<file path="config.mk">
export PLATFORM = sky130hd
export DESIGN_NAME = rtc_calendar_top
export DESIGN_NICKNAME = d
export VERILOG_FILES = /design/src/rtl/rtc_cal_pkg.sv /design/src/rtl/rtc_month_len.sv /design/src/rtl/rtc_cal_counter.sv /design/src/rtl/rtc_cal_regs.sv /design/src/rtl/rtc_calendar_top.sv
export SDC_FILE = /design/constraint.sdc
export NUM_CORES = 1
export LEC_CHECK = 0
export ABC_AREA = 1
export BUFFER_PORTS_ARGS = -buffer_cell sky130_fd_sc_hd__buf_4
export CORE_MARGIN = 3
export CORE_UTILIZATION = 55
export CTS_BUF_LIST = sky130_fd_sc_hd__clkbuf_8
export DETAILED_ROUTE_END_ITERATION = 8
export PLACE_DENSITY = 0.79
export SLEW_MARGIN = 20
export SYNTH_ARGS = -nofsm -noshare
export SYNTH_HDL_FRONTEND = slang
export SYNTH_SLANG_ARGS = --single-unit
</file>
<file path="constraint.sdc">
create_clock -name clk -period 2.3 [get_ports clk]
set_input_delay 0.345 -clock clk [delete_from_list [all_inputs] [get_ports clk]]
set_output_delay 0.345 -clock clk [all_outputs]
set_load 0.005 [all_outputs]
</file>
<file path="src/rtl/rtc_cal_pkg.sv">
package rtc_cal_pkg;
  localparam int SEC_W  = 6;
  localparam int MIN_W  = 6;
  localparam int HOUR_W = 5;
  localparam int DAY_W  = 5;
  localparam int MON_W  = 4;
  localparam int YR_W   = 7;
  localparam int CENT_W = 5;

  // word indices (byte offset / 4)
  localparam int IDX_LO   = 0;
  localparam int IDX_HI   = 1;
  localparam int IDX_ALM  = 2;
  localparam int IDX_CTRL = 4;
  localparam int IDX_STAT = 5;

  localparam logic [31:0] LO_MASK = 32'h1F1F_3F3F;
  localparam logic [31:0] HI_MASK = 32'h001F_7F0F;

  typedef struct packed {
    logic [CENT_W-1:0] cent;
    logic [YR_W-1:0]   yr;
    logic [MON_W-1:0]  mon;
    logic [DAY_W-1:0]  mday;
    logic [HOUR_W-1:0] hours;
    logic [MIN_W-1:0]  mins;
    logic [SEC_W-1:0]  secs;
  } cal_t;

  function automatic logic [31:0] pack_lo(cal_t t);
    return {3'b0, t.mday, 3'b0, t.hours, 2'b0, t.mins, 2'b0, t.secs};
  endfunction

  function automatic logic [31:0] pack_hi(cal_t t);
    return {11'b0, t.cent, 1'b0, t.yr, 4'b0, t.mon};
  endfunction

  function automatic cal_t unpack_time(logic [31:0] lo, logic [31:0] hi);
    cal_t t;
    t.mday  = lo[28:24];
    t.hours = lo[20:16];
    t.mins  = lo[13:8];
    t.secs  = lo[5:0];
    t.cent  = hi[20:16];
    t.yr    = hi[14:8];
    t.mon   = hi[3:0];
    return t;
  endfunction
endpackage

</file>
<file path="src/rtl/rtc_month_len.sv">
module rtc_month_len
  import rtc_cal_pkg::*;
(
  input  logic [MON_W-1:0]  mon_i,
  input  logic [YR_W-1:0]   yr_i,
  input  logic [CENT_W-1:0] cent_i,
  output logic [DAY_W-1:0]  last_day_o
);
  logic leap;

  // 100 is a multiple of 4, so full-year mod 4 equals yr mod 4;
  // full year is a multiple of 100 only when yr is 0, and then of 400
  // only when the century is a multiple of 4.
  always_comb begin
    leap = ((yr_i[1:0] == 2'd0) && (yr_i != '0)) ||
           ((yr_i == '0) && (cent_i[1:0] == 2'd0));
    case (mon_i)
      MON_W'(4), MON_W'(6), MON_W'(9), MON_W'(11): last_day_o = DAY_W'(30);
      MON_W'(2): last_day_o = leap ? DAY_W'(29) : DAY_W'(28);
      default:   last_day_o = DAY_W'(31);
    endcase
  end
endmodule

</file>
<file path="src/rtl/rtc_cal_counter.sv">
module rtc_cal_counter
  import rtc_cal_pkg::*;
(
  input  logic clk,
  input  logic rst,
  input  logic load_i,
  input  cal_t load_val_i,
  input  logic step_i,
  output cal_t time_o
);
  cal_t cur_q, nxt;
  logic [DAY_W-1:0] last_day;
  logic w_sec, w_min, w_hour, w_day, w_mon, w_yr;

  rtc_month_len mlen_i (
    .mon_i      (cur_q.mon),
    .yr_i       (cur_q.yr),
    .cent_i     (cur_q.cent),
    .last_day_o (last_day)
  );

  always_comb begin
    w_sec  = cur_q.secs  >= SEC_W'(59);
    w_min  = cur_q.mins  >= MIN_W'(59);
    w_hour = cur_q.hours >= HOUR_W'(23);
    w_day  = cur_q.mday  >= last_day;
    w_mon  = cur_q.mon   >= MON_W'(12);
    w_yr   = cur_q.yr    >= YR_W'(99);
    nxt = cur_q;
    nxt.secs = w_sec ? '0 : cur_q.secs + 1'b1;
    if (w_sec) begin
      nxt.mins = w_min ? '0 : cur_q.mins + 1'b1;
      if (w_min) begin
        nxt.hours = w_hour ? '0 : cur_q.hours + 1'b1;
        if (w_hour) begin
          nxt.mday = w_day ? DAY_W'(1) : cur_q.mday + 1'b1;
          if (w_day) begin
            nxt.mon = w_mon ? MON_W'(1) : cur_q.mon + 1'b1;
            if (w_mon) begin
              nxt.yr = w_yr ? '0 : cur_q.yr + 1'b1;
              if (w_yr) nxt.cent = cur_q.cent + 1'b1;
            end
          end
        end
      end
    end
  end

  always_ff @(posedge clk) begin
    if (rst)         cur_q <= '0;
    else if (load_i) cur_q <= load_val_i;
    else if (step_i) cur_q <= nxt;
  end

  assign time_o = cur_q;
endmodule

</file>
<file path="src/rtl/rtc_cal_regs.sv">
module rtc_cal_regs
  import rtc_cal_pkg::*;
#(
  parameter int ADDR_W = 5
) (
  input  logic              clk,
  input  logic              rst,
  input  logic              bus_valid_i,
  input  logic              bus_write_i,
  input  logic [ADDR_W-1:0] bus_addr_i,
  input  logic [31:0]       bus_wdata_i,
  input  cal_t              live_i,
  output logic [31:0]       rdata_o,
  output logic [1:0]        ctrl_o,
  output logic              load_o,
  output cal_t              load_val_o
);
  localparam int WORD_W = ADDR_W - 2;

  logic [WORD_W-1:0] word;
  logic        wr, rd, wr_ctrl;
  logic [1:0]  ctrl_q;
  logic [1:0]  hit_time, wr_time;
  logic [31:0] store_q [2];
  logic [31:0] live_w  [2];
  logic [31:0] img     [2];

  assign word    = bus_addr_i[ADDR_W-1:2];
  assign wr      = bus_valid_i &&  bus_write_i;
  assign rd      = bus_valid_i && !bus_write_i;
  assign wr_ctrl = wr && (word == WORD_W'(IDX_CTRL));
  assign live_w[0] = pack_lo(live_i);
  assign live_w[1] = pack_hi(live_i);

  for (genvar g = 0; g < 2; g++) begin : g_word
    localparam logic [31:0] MASK = (g == 0) ? LO_MASK : HI_MASK;
    localparam int          IDX  = (g == 0) ? IDX_LO  : IDX_HI;
    assign hit_time[g] = (word == WORD_W'(IDX));
    assign wr_time[g]  = wr && hit_time[g] && ctrl_q[1];
    assign img[g]      = wr_time[g] ? (bus_wdata_i & MASK) : store_q[g];
    always_ff @(posedge clk) begin
      if (rst)                                store_q[g] <= '0;
      else if (wr_time[g])                    store_q[g] <= bus_wdata_i & MASK;
      else if (rd && hit_time[g] && ctrl_q[0]) store_q[g] <= live_w[g];
    end
  end

  always_ff @(posedge clk) begin
    if (rst)          ctrl_q <= '0;
    else if (wr_ctrl) ctrl_q <= bus_wdata_i[1:0];
  end

  always_ff @(posedge clk) begin
    if (rst) rdata_o <= '0;
    else if (rd) begin
      if (hit_time[0])      rdata_o <= ctrl_q[0] ? live_w[0] : store_q[0];
      else if (hit_time[1]) rdata_o <= ctrl_q[0] ? live_w[1] : store_q[1];
      else if (word == WORD_W'(IDX_CTRL)) rdata_o <= {30'b0, ctrl_q};
      else rdata_o <= '0;
    end
  end

  assign load_o     = (|wr_time) || wr_ctrl;
  assign load_val_o = unpack_time(img[0], img[1]);
  assign ctrl_o     = ctrl_q;
endmodule

</file>
<file path="src/rtl/rtc_calendar_top.sv">
module rtc_calendar_top
  import rtc_cal_pkg::*;
#(
  parameter int ADDR_W = 5
) (
  input  logic              clk,
  input  logic              rst,
  input  logic              tick_i,
  input  logic              bus_valid_i,
  input  logic              bus_write_i,
  input  logic [ADDR_W-1:0] bus_addr_i,
  input  logic [31:0]       bus_wdata_i,
  output logic [31:0]       bus_rdata_o
);
  cal_t       live_w, load_val_w;
  logic       load_w;
  logic [1:0] ctrl_w;

  rtc_cal_regs #(.ADDR_W(ADDR_W)) regs_i (
    .clk         (clk),
    .rst         (rst),
    .bus_valid_i (bus_valid_i),
    .bus_write_i (bus_write_i),
    .bus_addr_i  (bus_addr_i),
    .bus_wdata_i (bus_wdata_i),
    .live_i      (live_w),
    .rdata_o     (bus_rdata_o),
    .ctrl_o      (ctrl_w),
    .load_o      (load_w),
    .load_val_o  (load_val_w)
  );

  rtc_cal_counter cnt_i (
    .clk        (clk),
    .rst        (rst),
    .load_i     (load_w),
    .load_val_i (load_val_w),
    .step_i     (tick_i && ctrl_w[0]),
    .time_o     (live_w)
  );
endmodule

</file>
==> parameters.txt, run 1 <==
Parameter                              Value

Placed design
  Routability congestion estimate ... 0.955
  Post-detail-place hpwl ... 13.3 mm
  Placed Instance Area ... 7110 µm²
  Port Buffers ... 53

Setup path
  Buffers plus inverters on the worst setup path ... 4
  CP max-delay cell ... sky130_fd_sc_hd__dfxtp_2
  Data required time of the critical path ... 2600 ps
  Series of cell instances along the critical path ... inv_2, ha_4, o41ai_2, buf_4, a22oi_2, ha_1, inv_1, nand2_1, nand2_1, nand2_2, nand2_4, o21ai_4, nand3_4, buf_12, nor2_1, nor2_1
  Startpoint kind of the worst setup timing path ... register
  Highest cell delay on the worst timing path ... 340 ps
  Worst path arrival time ... 2640 ps
  Dominant delay contributor by cell family on the critical path ... simple AND/OR/NAND/NOR gates
  Type of destination of the critical path ... register
  WS Path Type ... register to register
  Critical path peak fanout ... 7

Die
  Ports placed on the boundary ... 74
  Die extent in y ... 113 µm
  Core ar. ... 11,100 µm²
  Width of the die ... 113 µm
  Total Die Area ... 12,900 µm²
  Standard-cell rows ... 38
  Initial Utilization ... 57.3%

Drt
  Count of TritonRoute iterations in the first routing pass ... 6
  Residual antenna-violating net count after detailed routing ... 0
  Initial DRC Count ... 719
  Routed length per instance ... 16.7 µm
  Total via count in the routed design ... 6,503
  Sum of routed wire length over all layers ... 19.3 mm
  Via/cell ratio ... 5.63
  Post-route DRC violation count ... 0

Final layout
  Fill count ... 970
  Multi-input gate area ... 3420 µm²
  Number of inserted diodes ... 0
  Number of nets in the layout ... 1,067
  Fin util ... 68.1%
  Layout cells sized above 1 ... 18.7%
  Post-synthesis to final-layout area growth ... 19.0%
  Area taken by flip-flops and latches ... 2410 µm²
  Final std cell area, no fill ... 7550 µm²

Power
  Highest ir drop seen on vdd ... 0.000451 V
  Power Dens Cells ... 442 nW/µm²
  Switching part of the total power ... 25.1%
  Static Leakage ... 3.41 nW
  Net switching component of the power ... 836 µW
  Power share of the combinational group ... 8.6%
  Post-route total power ... 3.33 mW
  Sequential group share of total power ... 56.9%
  Internal power component ... 2.50 mW
  Relative contribution of the clock network to total power ... 34.5%

Global route
  GRT busiest layer ... met2
  Met3 capacity usage during global routing ... 6.21%
  Overall Global Routing Usage ... 29.4%
  Met2 Resource Use GR ... 46.4%
  Global-route wire length before repair ... 29.9 mm
  Met1 demand-to-capacity share in global routing ... 40.1%
  Antenna violations before repair ... 0
  Maximum number of pins on one net before global-route repair ... 34
  Number of global-route vias before repair ... 5,852
  Total congestion overflow ... 0

CTS
  Hold-fix buffer count after cts ... 0
  Number of sinks handled by clock tree synthesis ... 101
  Number of buffers on the longest clock path ... 2
  Deepest level of the CTS H-tree ... 3
  Clock slew at the register clock pins of the worst setup and hold paths ... 100 ps
  Root buf cell ... sky130_fd_sc_hd__clkbuf_8
  Clock latency at the later pin of the worst-skew pair ... 390 ps
  Number of CTS-inserted buffers ... 9
  Clock tree from TritonCTS ... built

Timing
  Count of endpoints failing setup in the final report ... 11
  RSZ-0062 raised after global routing ... true
  Min setup slack post-route ... -46.4 ps
  Period Utilization, post-route ... 102%
  Tmin final ... 2350 ps
  Maximum achievable frequency ... 0.426 GHz
  Clock Skews ... 14.3 ps
  Slew @ Worst Pin ... 562 ps
  Max transition margin ... 62.5%
  Hold slack ... 291 ps
  Pins over their slew limit ... 0
  Final hold violations ... 0

Synth
  Yosys warning total ... 0
  Post-Syn Area ... 6340 µm²
  Sequential-to-total area share from yosys stat ... 37.9%
  Dominant synthesized flop cell ... sky130_fd_sc_hd__dfxtp_1
  Synthesized flop and latch total ... 101
  Number of distinct standard cells referenced by the synthesized netlist ... 44
  Post-synthesis area per instance ... 6.84 µm²
  Share of flip-flops with an asynchronous set or reset after synthesis ... 0%
  Number of flops mapped to enable cells by yosys ... 38
  Post-synthesis cell count ... 927

Min path
  HP Class ... input port to register

Outcome
  Result of the run ... finished with violations
  Violated checks ... setup timing

Job
  Max-capacitance violation count ... 0
## power by group through the flow
| stage | clock network (mW) | logic [mW] | registers (mW) |
|---|---|---|---|
| 5_1_grt | 1.23 | 0.308 | 1.90 |
| 4_1_cts | 1.15 | 0.275 | 1.90 |
| 3_3_place_gp | 0 | 0.270 | 1.94 |
| 2_1_floorplan | 0 | 0.157 | 1.94 |
| 3_5_place_dp | 0 | 0.273 | 1.94 |
| 6_report | 1.15 | 0.285 | 1.90 |
## final timing paths
kind	start	endpoint	slack (ps)	depth (start not counted)
max reg2reg	cnt_i.time_o[33]$_SDFFE_PP0P_	cnt_i.time_o[27]$_SDFFE_PP0P_	-50	16
min reg2reg	regs_i.rdata_o[27]$_SDFFE_PP0P_	regs_i.rdata_o[27]$_SDFFE_PP0P_	470	2
min	bus_wdata_i[0]	regs_i.ctrl_o[0]$_SDFFE_PP0P_	290	3
max	cnt_i.time_o[33]$_SDFFE_PP0P_	cnt_i.time_o[27]$_SDFFE_PP0P_	-50	16
## synth_stat cells (4+ instances only)
| master | n | share of area, % |
|---|---|---|
| sky130_fd_sc_hd__nand2_1 | 221 | 13 |
| sky130_fd_sc_hd__nor2_1 | 127 | 7.5 |
| sky130_fd_sc_hd__inv_1 | 101 | 6.0 |
| sky130_fd_sc_hd__o21ai_0 | 91 | 7.2 |
| sky130_fd_sc_hd__dfxtp_1 | 63 | 20 |
| sky130_fd_sc_hd__nand3_1 | 54 | 4.3 |
| sky130_fd_sc_hd__a21oi_1 | 52 | 4.1 |
| sky130_fd_sc_hd__edfxtp_1 | 38 | 18 |
| sky130_fd_sc_hd__clkbuf_1 | 20 | 1.2 |
| sky130_fd_sc_hd__buf_2 | 18 | 1.4 |
| sky130_fd_sc_hd__ha_1 | 14 | 2.8 |
| sky130_fd_sc_hd__o211ai_1 | 13 | 1.5 |
| sky130_fd_sc_hd__o22ai_1 | 13 | 1.3 |
| sky130_fd_sc_hd__buf_4 | 12 | 1.4 |
| sky130_fd_sc_hd__o21ai_1 | 11 | 0.87 |
| sky130_fd_sc_hd__xor2_1 | 9 | 1.2 |
| sky130_fd_sc_hd__nand2_2 | 8 | 0.79 |
| sky130_fd_sc_hd__nand4_1 | 8 | 0.79 |
| sky130_fd_sc_hd__xnor2_1 | 6 | 0.83 |
| sky130_fd_sc_hd__nor2_2 | 5 | 0.49 |
| sky130_fd_sc_hd__buf_6 | 4 | 0.71 |
| sky130_fd_sc_hd__nor2_4 | 4 | 0.71 |
## cells in the final DEF, fill, tap and decap left out, types with 2 or more instances in the layout
cell type,count
sky130_fd_sc_hd__dfxtp_1,59
sky130_fd_sc_hd__nand2_1,213
sky130_fd_sc_hd__inv_1,102
sky130_fd_sc_hd__o211ai_1,13
sky130_fd_sc_hd__nand3_1,53
sky130_fd_sc_hd__mux2i_1,3
sky130_fd_sc_hd__o22ai_1,13
sky130_fd_sc_hd__a31oi_1,3
sky130_fd_sc_hd__nor2_1,123
sky130_fd_sc_hd__a21oi_1,52
sky130_fd_sc_hd__clkbuf_8,10
sky130_fd_sc_hd__nand3_2,2
sky130_fd_sc_hd__nor2_4,8
sky130_fd_sc_hd__xor2_1,9
sky130_fd_sc_hd__buf_12,2
sky130_fd_sc_hd__o21ai_0,84
sky130_fd_sc_hd__a211oi_1,3
sky130_fd_sc_hd__nand2_2,11
sky130_fd_sc_hd__xnor2_1,6
sky130_fd_sc_hd__dfxtp_2,2
sky130_fd_sc_hd__a32o_1,2
sky130_fd_sc_hd__o21ai_1,14
sky130_fd_sc_hd__inv_2,6
sky130_fd_sc_hd__conb_1,9
sky130_fd_sc_hd__ha_1,11
sky130_fd_sc_hd__o21ai_2,5
sky130_fd_sc_hd__o21ai_4,2
sky130_fd_sc_hd__edfxtp_1,38
sky130_fd_sc_hd__nand4_1,8
sky130_fd_sc_hd__nor2_2,5
sky130_fd_sc_hd__buf_4,117
sky130_fd_sc_hd__nor3_1,2
sky130_fd_sc_hd__nand2_4,5
sky130_fd_sc_hd__dfxtp_4,2
sky130_fd_sc_hd__ha_2,2
## flip-flops by register name, indices dropped and copies added, names as in the netlist
register,flops
regs_i.rdata_o,23
regs_i.ctrl_o,2
regs_i.store_q,38
cnt_i.time_o,38
## per-stage QoR
step	worst slack [ps]	setup TNS, ps	instances
CTS	-41.9	-141	1150
finish	-46.4	-310	1156
detailed placement	-150	-2080	1131
global placement	-68.3	-765	1131
floorplan	37.7	0	935
global route	-185	-2520	1156
## layer usage
layer | share of wire, % | vias to the layer above
met5 | 0 | -
met4 | 2.8 | 0
met3 | 9.7 | 42
met2 | 46 | 353
met1 | 42 | 2938
li1 | - | 3170
## area by class of cell
type	instances	share of cell area [%]
multi-input combinational	673	45.3
sequential	101	32.0
timing repair buffer	121	12.7
inverter	105	5.22
tap	140	2.32
clock buffer	10	1.82
clock inverter	6	0.663
## worst min-delay path, stage by stage
cell                      delay [ps]
sky130_fd_sc_hd__buf_4           100
sky130_fd_sc_hd__o21ai_0          90
sky130_fd_sc_hd__a21oi_1         110
## kinds of logic after synthesis
family / synth area share, %
compound gates: 17.4
xor+xnor: 2.07
fa+ha+maj: 2.76
buf+inv: 11.1
flops: 37.9
mux: 0.473
other cells: 0.0591
simple gates: 28.3
## repair_timing
item | 4_1_cts | 5_1_grt
hold endpoints to repair | 0 | 0
resized for setup | 22 | 31
setup endpoints to repair | 20 | 21
buffers inserted | 2 | 6
pin swaps | 2 | 14
gates cloned | 1 | 0
Power figures use the tool's default switching activity.
==> run 2: changes to the inputs <==
--- a/config.mk
+++ b/config.mk
@@ -11,6 +11,7 @@
 export CORE_UTILIZATION = 55
 export CTS_BUF_LIST = sky130_fd_sc_hd__clkbuf_8
 export DETAILED_ROUTE_END_ITERATION = 8
+export GPL_TIMING_DRIVEN = 0
 export PLACE_DENSITY = 0.79
 export SLEW_MARGIN = 20
 export SYNTH_ARGS = -nofsm -noshare
==> run 2 against run 1 <==
The flow still finishes with violations (setup timing). Highest routed layer unchanged. Critical path type is now input port to register. Design area shrank 1.5%. Sequential cell count stayed put. Largest power group unchanged. First-iteration DRC count grew 20%. Critical endpoint is now regs_i.store_q[1][15]$_SDFFCE_PN0P_.
==> parameters.txt, run 2 (synthesis results as in run 1) <==
Parameter                              Value

Drt
  Routed length per instance ... 18.0 µm
  Post-route DRC violation count ... 0
  Residual antenna-violating net count after detailed routing ... 0
  Count of TritonRoute iterations in the first routing pass ... 8
  Via/cell ratio ... 5.87
  Sum of routed wire length over all layers ... 20.8 mm
  Initial DRC Count ... 866
  Total via count in the routed design ... 6,770

Min path
  HP Class ... input port to register

Setup path
  Number of cells on the critical path ... 6
  Critical Path End ... regs_i.store_q[1][15]$_SDFFCE_PN0P_
  Startpoint kind of the worst setup timing path ... input port
  WS Path Type ... input port to register
  Type of destination of the critical path ... register
  Worst path arrival time ... 2360 ps
  CP max-delay cell ... sky130_fd_sc_hd__clkbuf_1
  Reg2reg path depth ... 15
  Buffers plus inverters on the worst setup path ... 5
  Crit path from ... rst
  Cell repeated most along the worst path ... sky130_fd_sc_hd__clkbuf_1
  Slack of the worst reg-to-reg path ... 0 ps
  Worst R2R Start ... cnt_i.time_o[29]$_SDFFE_PP0P_
  Capture instance of the worst register-to-register path ... cnt_i.time_o[33]$_SDFFE_PP0P_
  Critical path peak fanout ... 16
  Dominant delay contributor by cell family on the critical path ... buffers and inverters
  Highest cell delay on the worst timing path ... 520 ps
  Series of cell instances along the critical path ... buf_4, clkbuf_1, inv_1, clkbuf_1, clkbuf_2, nand2_2
  Data required time of the critical path ... 2330 ps

Global route
  Global-route wire length before repair ... 31.9 mm
  Number of global-route vias before repair ... 5,925
  Total congestion overflow ... 0
  Overall Global Routing Usage ... 31.7%
  Maximum number of pins on one net before global-route repair ... 23
  Antenna violations before repair ... 0

CTS
  Hold-fix buffer count after cts ... 0
  Clock tree from TritonCTS ... built
  Root buf cell ... sky130_fd_sc_hd__clkbuf_8
  Clock latency at the later pin of the worst-skew pair ... 380 ps
  Clock slew at the register clock pins of the worst setup and hold paths ... 90 ps
  Number of sinks handled by clock tree synthesis ... 101
  Deepest level of the CTS H-tree ... 3
  Number of CTS-inserted buffers ... 9
  Number of buffers on the longest clock path ... 2

Power
  Power Dens Cells ... 452 nW/µm²
  Static Leakage ... 3.30 nW
  Net switching component of the power ... 861 µW
  Power share of the combinational group ... 8.9%
  Highest ir drop seen on vdd ... 0.000509 V
  Switching part of the total power ... 25.6%
  Internal power component ... 2.50 mW
  Sequential group share of total power ... 56.4%
  Relative contribution of the clock network to total power ... 34.7%

Final layout
  Layout cells sized above 1 ... 17.1%
  Number of inserted diodes ... 0
  Number of nets in the layout ... 1,065
  Multi-input gate area ... 3460 µm²
  Most frequent cells in the layout ... sky130_fd_sc_hd__nand2_1, sky130_fd_sc_hd__nor2_1, sky130_fd_sc_hd__inv_1
  Post-synthesis to final-layout area growth ... 17.2%
  Commonest non-fill, non-tap cell in the layout ... sky130_fd_sc_hd__nand2_1
  Fill count ... 989
  Area taken by flip-flops and latches ... 2420 µm²

Job
  Max-capacitance violation count ... 0

Die
  Ports placed on the boundary ... 74
  Total Die Area ... 12,900 µm²
  Initial Utilization ... 57.3%
  Width of the die ... 113 µm
  Die extent in y ... 113 µm
  Core ar. ... 11,100 µm²
  Standard-cell rows ... 38

Placed design
  Port Buffers ... 53
  Post-detail-place hpwl ... 14.6 mm
  Setup slack after placement ... -948 ps
  Routability congestion estimate ... 1.00

Outcome
  Result of the run ... finished with violations
  Violated checks ... setup timing

Timing
  Setup TNS after final layout ... -332 ps
  Maximum achievable frequency ... 0.430 GHz
  Tmin final ... 2330 ps
  Count of endpoints failing setup in the final report ... 16
  Slew @ Worst Pin ... 816 ps
  Period Utilization, post-route ... 101%
  Clock Skews ... 10.3 ps
  Min setup slack post-route ... -27.7 ps
  RSZ-0062 raised after global routing ... true
  Pins over their slew limit ... 0
  Final hold violations ... 0
  Max transition margin ... 45.6%
[run 2: cell count changes in the layout (fill, tap and decap cells not counted), moves of 3 or more]
cell / change
sky130_fd_sc_hd__dfxtp_1: -3
sky130_fd_sc_hd__inv_1: -5
sky130_fd_sc_hd__buf_4: -45
sky130_fd_sc_hd__buf_2: +17
sky130_fd_sc_hd__buf_6: +6
sky130_fd_sc_hd__dfxtp_4: +3
sky130_fd_sc_hd__clkbuf_1: +18
[run 2: area by class of cell]
| cell class | count | area share, % |
|---|---|---|
| Multi-Input combinational cell | 674 | 46.5 |
| Sequential cell | 101 | 32.6 |
| Timing Repair Buffer | 63 | 6.46 |
| Inverter | 105 | 5.37 |
| Buffer | 55 | 4.21 |
| Tap cell | 140 | 2.35 |
| Clock buffer | 10 | 1.85 |
| Clock inverter | 6 | 0.723 |
[run 2: worst min-delay path by stage]
stage                                      end  depth (start not counted)                             from  slack, ps
2_1_floorplan  regs_i.rdata_o[14]$_SDFFE_PP0P_                          2  regs_i.rdata_o[14]$_SDFFE_PP0P_        460
4_1_cts          regs_i.ctrl_o[0]$_SDFFE_PP0P_                          3                   bus_wdata_i[0]        280
3_5_place_dp   regs_i.rdata_o[25]$_SDFFE_PP0P_                          2  regs_i.rdata_o[25]$_SDFFE_PP0P_        460
5_1_grt          regs_i.ctrl_o[0]$_SDFFE_PP0P_                          3                   bus_wdata_i[0]        330
6_report         regs_i.ctrl_o[0]$_SDFFE_PP0P_                          3                   bus_wdata_i[0]        280
3_3_place_gp   regs_i.rdata_o[27]$_SDFFE_PP0P_                          2  regs_i.rdata_o[27]$_SDFFE_PP0P_        460
[run 2: per-stage QoR]
stage	hold slack (ps)	total power [mW]	cells	util, %	cell area (µm²)
after floorplan	462	2.09	935	-	6370
after global placement	455	2.22	1128	62.7	6950
after detailed placement	459	2.23	1128	62.8	6950
after CTS	277	3.34	1151	66.2	7340
after global routing	326	3.45	1154	67.1	7440
final	282	3.36	1154	67.1	7440
[run 2: routing by layer]
metal  track usage (%)  vias to the layer above  routed length (µm)
met4              15.0                        0                 753
met5                 0                        -                   0
met2              47.9                      478                9240
met3              5.99                       65                2460
met1              43.9                     3052                8370
li1                  -                     3175                   -
[run 2: power groups by stage]
stage	registers, mW	clock network, mW	logic, mW
after floorplan	1.94	0	0.157
after detailed placement	1.94	0	0.284
after global routing	1.90	1.22	0.323
after global placement	1.94	0	0.282
after CTS	1.89	1.16	0.287
final	1.89	1.17	0.301
[run 2: timing repair]
action,in CTS,in global routing
setup buffers,7,2
pin swaps,7,14
cloned,1,1
gates resized for setup,42,22
setup endpoints to repair,59,57
[run 2: worst reg2reg max path, delay by kind of cell, from the launching register on]
kind | cells | cell delay, ps
compound gates | 3 | 660
flops | 1 | 360
simple gates | 10 | 870
fa+ha+maj | 1 | 300
buf+inv | 1 | 40
==> run 3: changes to the inputs <==
--- a/config.mk
+++ b/config.mk
@@ -12,7 +12,7 @@
 export CTS_BUF_LIST = sky130_fd_sc_hd__clkbuf_8
 export DETAILED_ROUTE_END_ITERATION = 8
 export GPL_TIMING_DRIVEN = 0
-export PLACE_DENSITY = 0.79
+export PLACE_DENSITY = 0.87
 export SLEW_MARGIN = 20
 export SYNTH_ARGS = -nofsm -noshare
 export SYNTH_HDL_FRONTEND = slang
==> constraint.sdc (replaced) <==
create_clock -name clk -period 1.9 [get_ports clk]
set_input_delay 0.285 -clock clk [delete_from_list [all_inputs] [get_ports clk]]
set_output_delay 0.285 -clock clk [all_outputs]
set_load 0.005 [all_outputs]
==> run 3 against run 2 <==
The flow still finishes with violations (setup timing). Critical path depth rose by 10. Sequential power increased by 21%. Routed wire length rose by 1.8%. Hold slack lost 40 ps. Worst setup slack worse by 450 ps. Clock skew is essentially flat. Sequential share of layout area shrank 0.44 points.
==> parameters.txt, run 3 (synthesis results as in run 1) <==
Parameter                              Value

Outcome
  Result of the run ... finished with violations
  Violated checks ... setup timing

Drt
  Residual antenna-violating net count after detailed routing ... 0
  Post-route DRC violation count ... 0
  Initial DRC Count ... 1,090
  Via/cell ratio ... 5.99
  Sum of routed wire length over all layers ... 21.2 mm
  Total via count in the routed design ... 6,948
  Routed length per instance ... 18.3 µm
  Count of TritonRoute iterations in the first routing pass ... 8

Timing
  Min setup slack post-route ... -475 ps
  Count of endpoints failing setup in the final report ... 42
  Period Utilization, post-route ... 125%
  Maximum achievable frequency ... 0.421 GHz
  Pins over their slew limit ... 0
  Final hold violations ... 0
  Max transition margin ... 47.9%
  Slew @ Worst Pin ... 781 ps
  Tmin final ... 2380 ps
  Clock Skews ... 10.2 ps
  Setup TNS after final layout ... -11,770 ps
  RSZ-0062 raised after global routing ... true

Setup path
  Buffers plus inverters on the worst setup path ... 2
  WS Path Type ... register to register
  Type of destination of the critical path ... register
  Series of cell instances along the critical path ... nor2_4, nand2_2, o41ai_4, a22oi_2, ha_1, inv_1, nand2_1, nand2_1, nand2_2, nand2_4, o21ai_4, nand3_4, buf_6, nand2_2, nand2_1, nor2_1
  CP max-delay cell ... sky130_fd_sc_hd__dfxtp_4
  Critical path peak fanout ... 6
  Data required time of the critical path ... 2220 ps
  Dominant delay contributor by cell family on the critical path ... simple AND/OR/NAND/NOR gates
  Startpoint kind of the worst setup timing path ... register
  Worst path arrival time ... 2690 ps
  Highest cell delay on the worst timing path ... 370 ps

Placed design
  Port Buffers ... 53
  Routability congestion estimate ... 0.970
  Post-detail-place hpwl ... 14.6 mm
  Setup slack after placement ... -1210 ps
  Inst Count DP ... 1,128

Power
  Relative contribution of the clock network to total power ... 35.2%
  Power Dens Cells ... 545 nW/µm²
  Static Leakage ... 3.39 nW
  Highest ir drop seen on vdd ... 0.000474 V
  Sequential group share of total power ... 55.7%
  Switching part of the total power ... 25.3%
  Internal power component ... 3.07 mW
  Net switching component of the power ... 1.04 mW
  Power share of the combinational group ... 9.1%

Final layout
  Layout cells sized above 1 ... 18.7%
  Fin util ... 68.2%
  Number of nets in the layout ... 1,070
  Final cell count without fillers ... 1,159
  Most frequent cells in the layout ... sky130_fd_sc_hd__nand2_1, sky130_fd_sc_hd__nor2_1, sky130_fd_sc_hd__inv_1
  Number of inserted diodes ... 0
  Commonest non-fill, non-tap cell in the layout ... sky130_fd_sc_hd__nand2_1
  Post-synthesis to final-layout area growth ... 19.1%

Job
  Max-capacitance violation count ... 0

Global route
  Global-route wire length before repair ... 32.3 mm
  Overall Global Routing Usage ... 32.2%
  Total congestion overflow ... 0
  Antenna violations before repair ... 0
  Number of global-route vias before repair ... 6,316
  Maximum number of pins on one net before global-route repair ... 17

CTS
  Clock latency at the later pin of the worst-skew pair ... 380 ps
  Hold-fix buffer count after cts ... 0
  Number of sinks handled by clock tree synthesis ... 101
  Root buf cell ... sky130_fd_sc_hd__clkbuf_8
  Clock slew at the register clock pins of the worst setup and hold paths ... 100 ps
  Deepest level of the CTS H-tree ... 3
  Clock tree from TritonCTS ... built
  Number of buffers on the longest clock path ... 2
  Number of CTS-inserted buffers ... 9

Die
  Total Die Area ... 12,900 µm²
  Ports placed on the boundary ... 74
  Core ar. ... 11,100 µm²
  Standard-cell rows ... 38
  Die extent in y ... 113 µm
  Width of the die ... 113 µm
  Initial Utilization ... 57.3%

Min path
  HP Class ... input port to register
==> run 3: cell count changes in the layout (fill, tap and decap cells not counted), sizes merged <==
cell / delta
buf: +2
clkbuf: +2
clkinv: -2
inv: +1
nand3: +2
==> run 3: layout make-up <==
type	count	area (µm²)
tap	140	175
inverter	105	403
sequential	101	2430
clock inverter	5	48.8
fill	976	3520
clock buffer	11	151
timing repair buffer	66	503
multi-input combinational	676	3500
buffer	55	344
==> run 3: per-stage QoR <==
stage,power [mW],area (µm²),hold slack (ps)
floorplan,2.54,6440,462
global placement,2.69,7010,455
detailed placement,2.69,7010,458
CTS,4.08,7410,221
global route,4.21,7560,237
finish,4.12,7560,241
==> run 3: worst paths after layout <==
kind / start / end / slack (ps) / cells past startpoint
min reg2reg: regs_i.rdata_o[27]$_SDFFE_PP0P_ / regs_i.rdata_o[27]$_SDFFE_PP0P_ / 470 / 2
min: bus_wdata_i[1] / regs_i.ctrl_o[1]$_SDFFE_PP0P_ / 240 / 3
max reg2reg: cnt_i.time_o[28]$_SDFFE_PP0P_ / cnt_i.time_o[30]$_SDFFE_PP0P_ / -480 / 16
max: cnt_i.time_o[28]$_SDFFE_PP0P_ / cnt_i.time_o[30]$_SDFFE_PP0P_ / -480 / 16
==> run 3: routing by layer <==
metal / GRT usage [%] / part of all wire [%] / vias to the layer above
li1: - / - / 3195
met1: 40.8 / 38 / 3137
met3: 8.54 / 13 / 97
met4: 16.0 / 5.4 / 0
met5: 0 / 0 / -
met2: 50.9 / 44 / 519
==> run 3: power groups by stage <==
stage | Combinational (mW) | Sequential (mW) | Clock (mW)
2_1_floorplan | 0.192 | 2.34 | 0
4_1_cts | 0.354 | 2.29 | 1.43
5_1_grt | 0.401 | 2.30 | 1.52
6_report | 0.375 | 2.29 | 1.45
3_5_place_dp | 0.343 | 2.35 | 0
3_3_place_gp | 0.340 | 2.35 | 0
==> run 3: timing repair <==
action | 4_1_cts | 5_1_grt
endpoints found under the setup margin | 60 | 90
setup buffers | 6 | 6
hold endpoints to repair | 0 | 0
gates resized for setup | 39 | 39
pin swaps | 11 | 11
cloned | 3 | 1
==> run 3: worst reg2reg max path: cells and delay by family (launching register included) <==
kind / cells / cell delay (ps)
AO/OA/AOI/OAI: 3 / 630
adder cells (fa/ha/maj): 1 / 320
buffers and inverters: 2 / 220
flip-flops: 1 / 370
AND/OR/NAND/NOR: 10 / 760
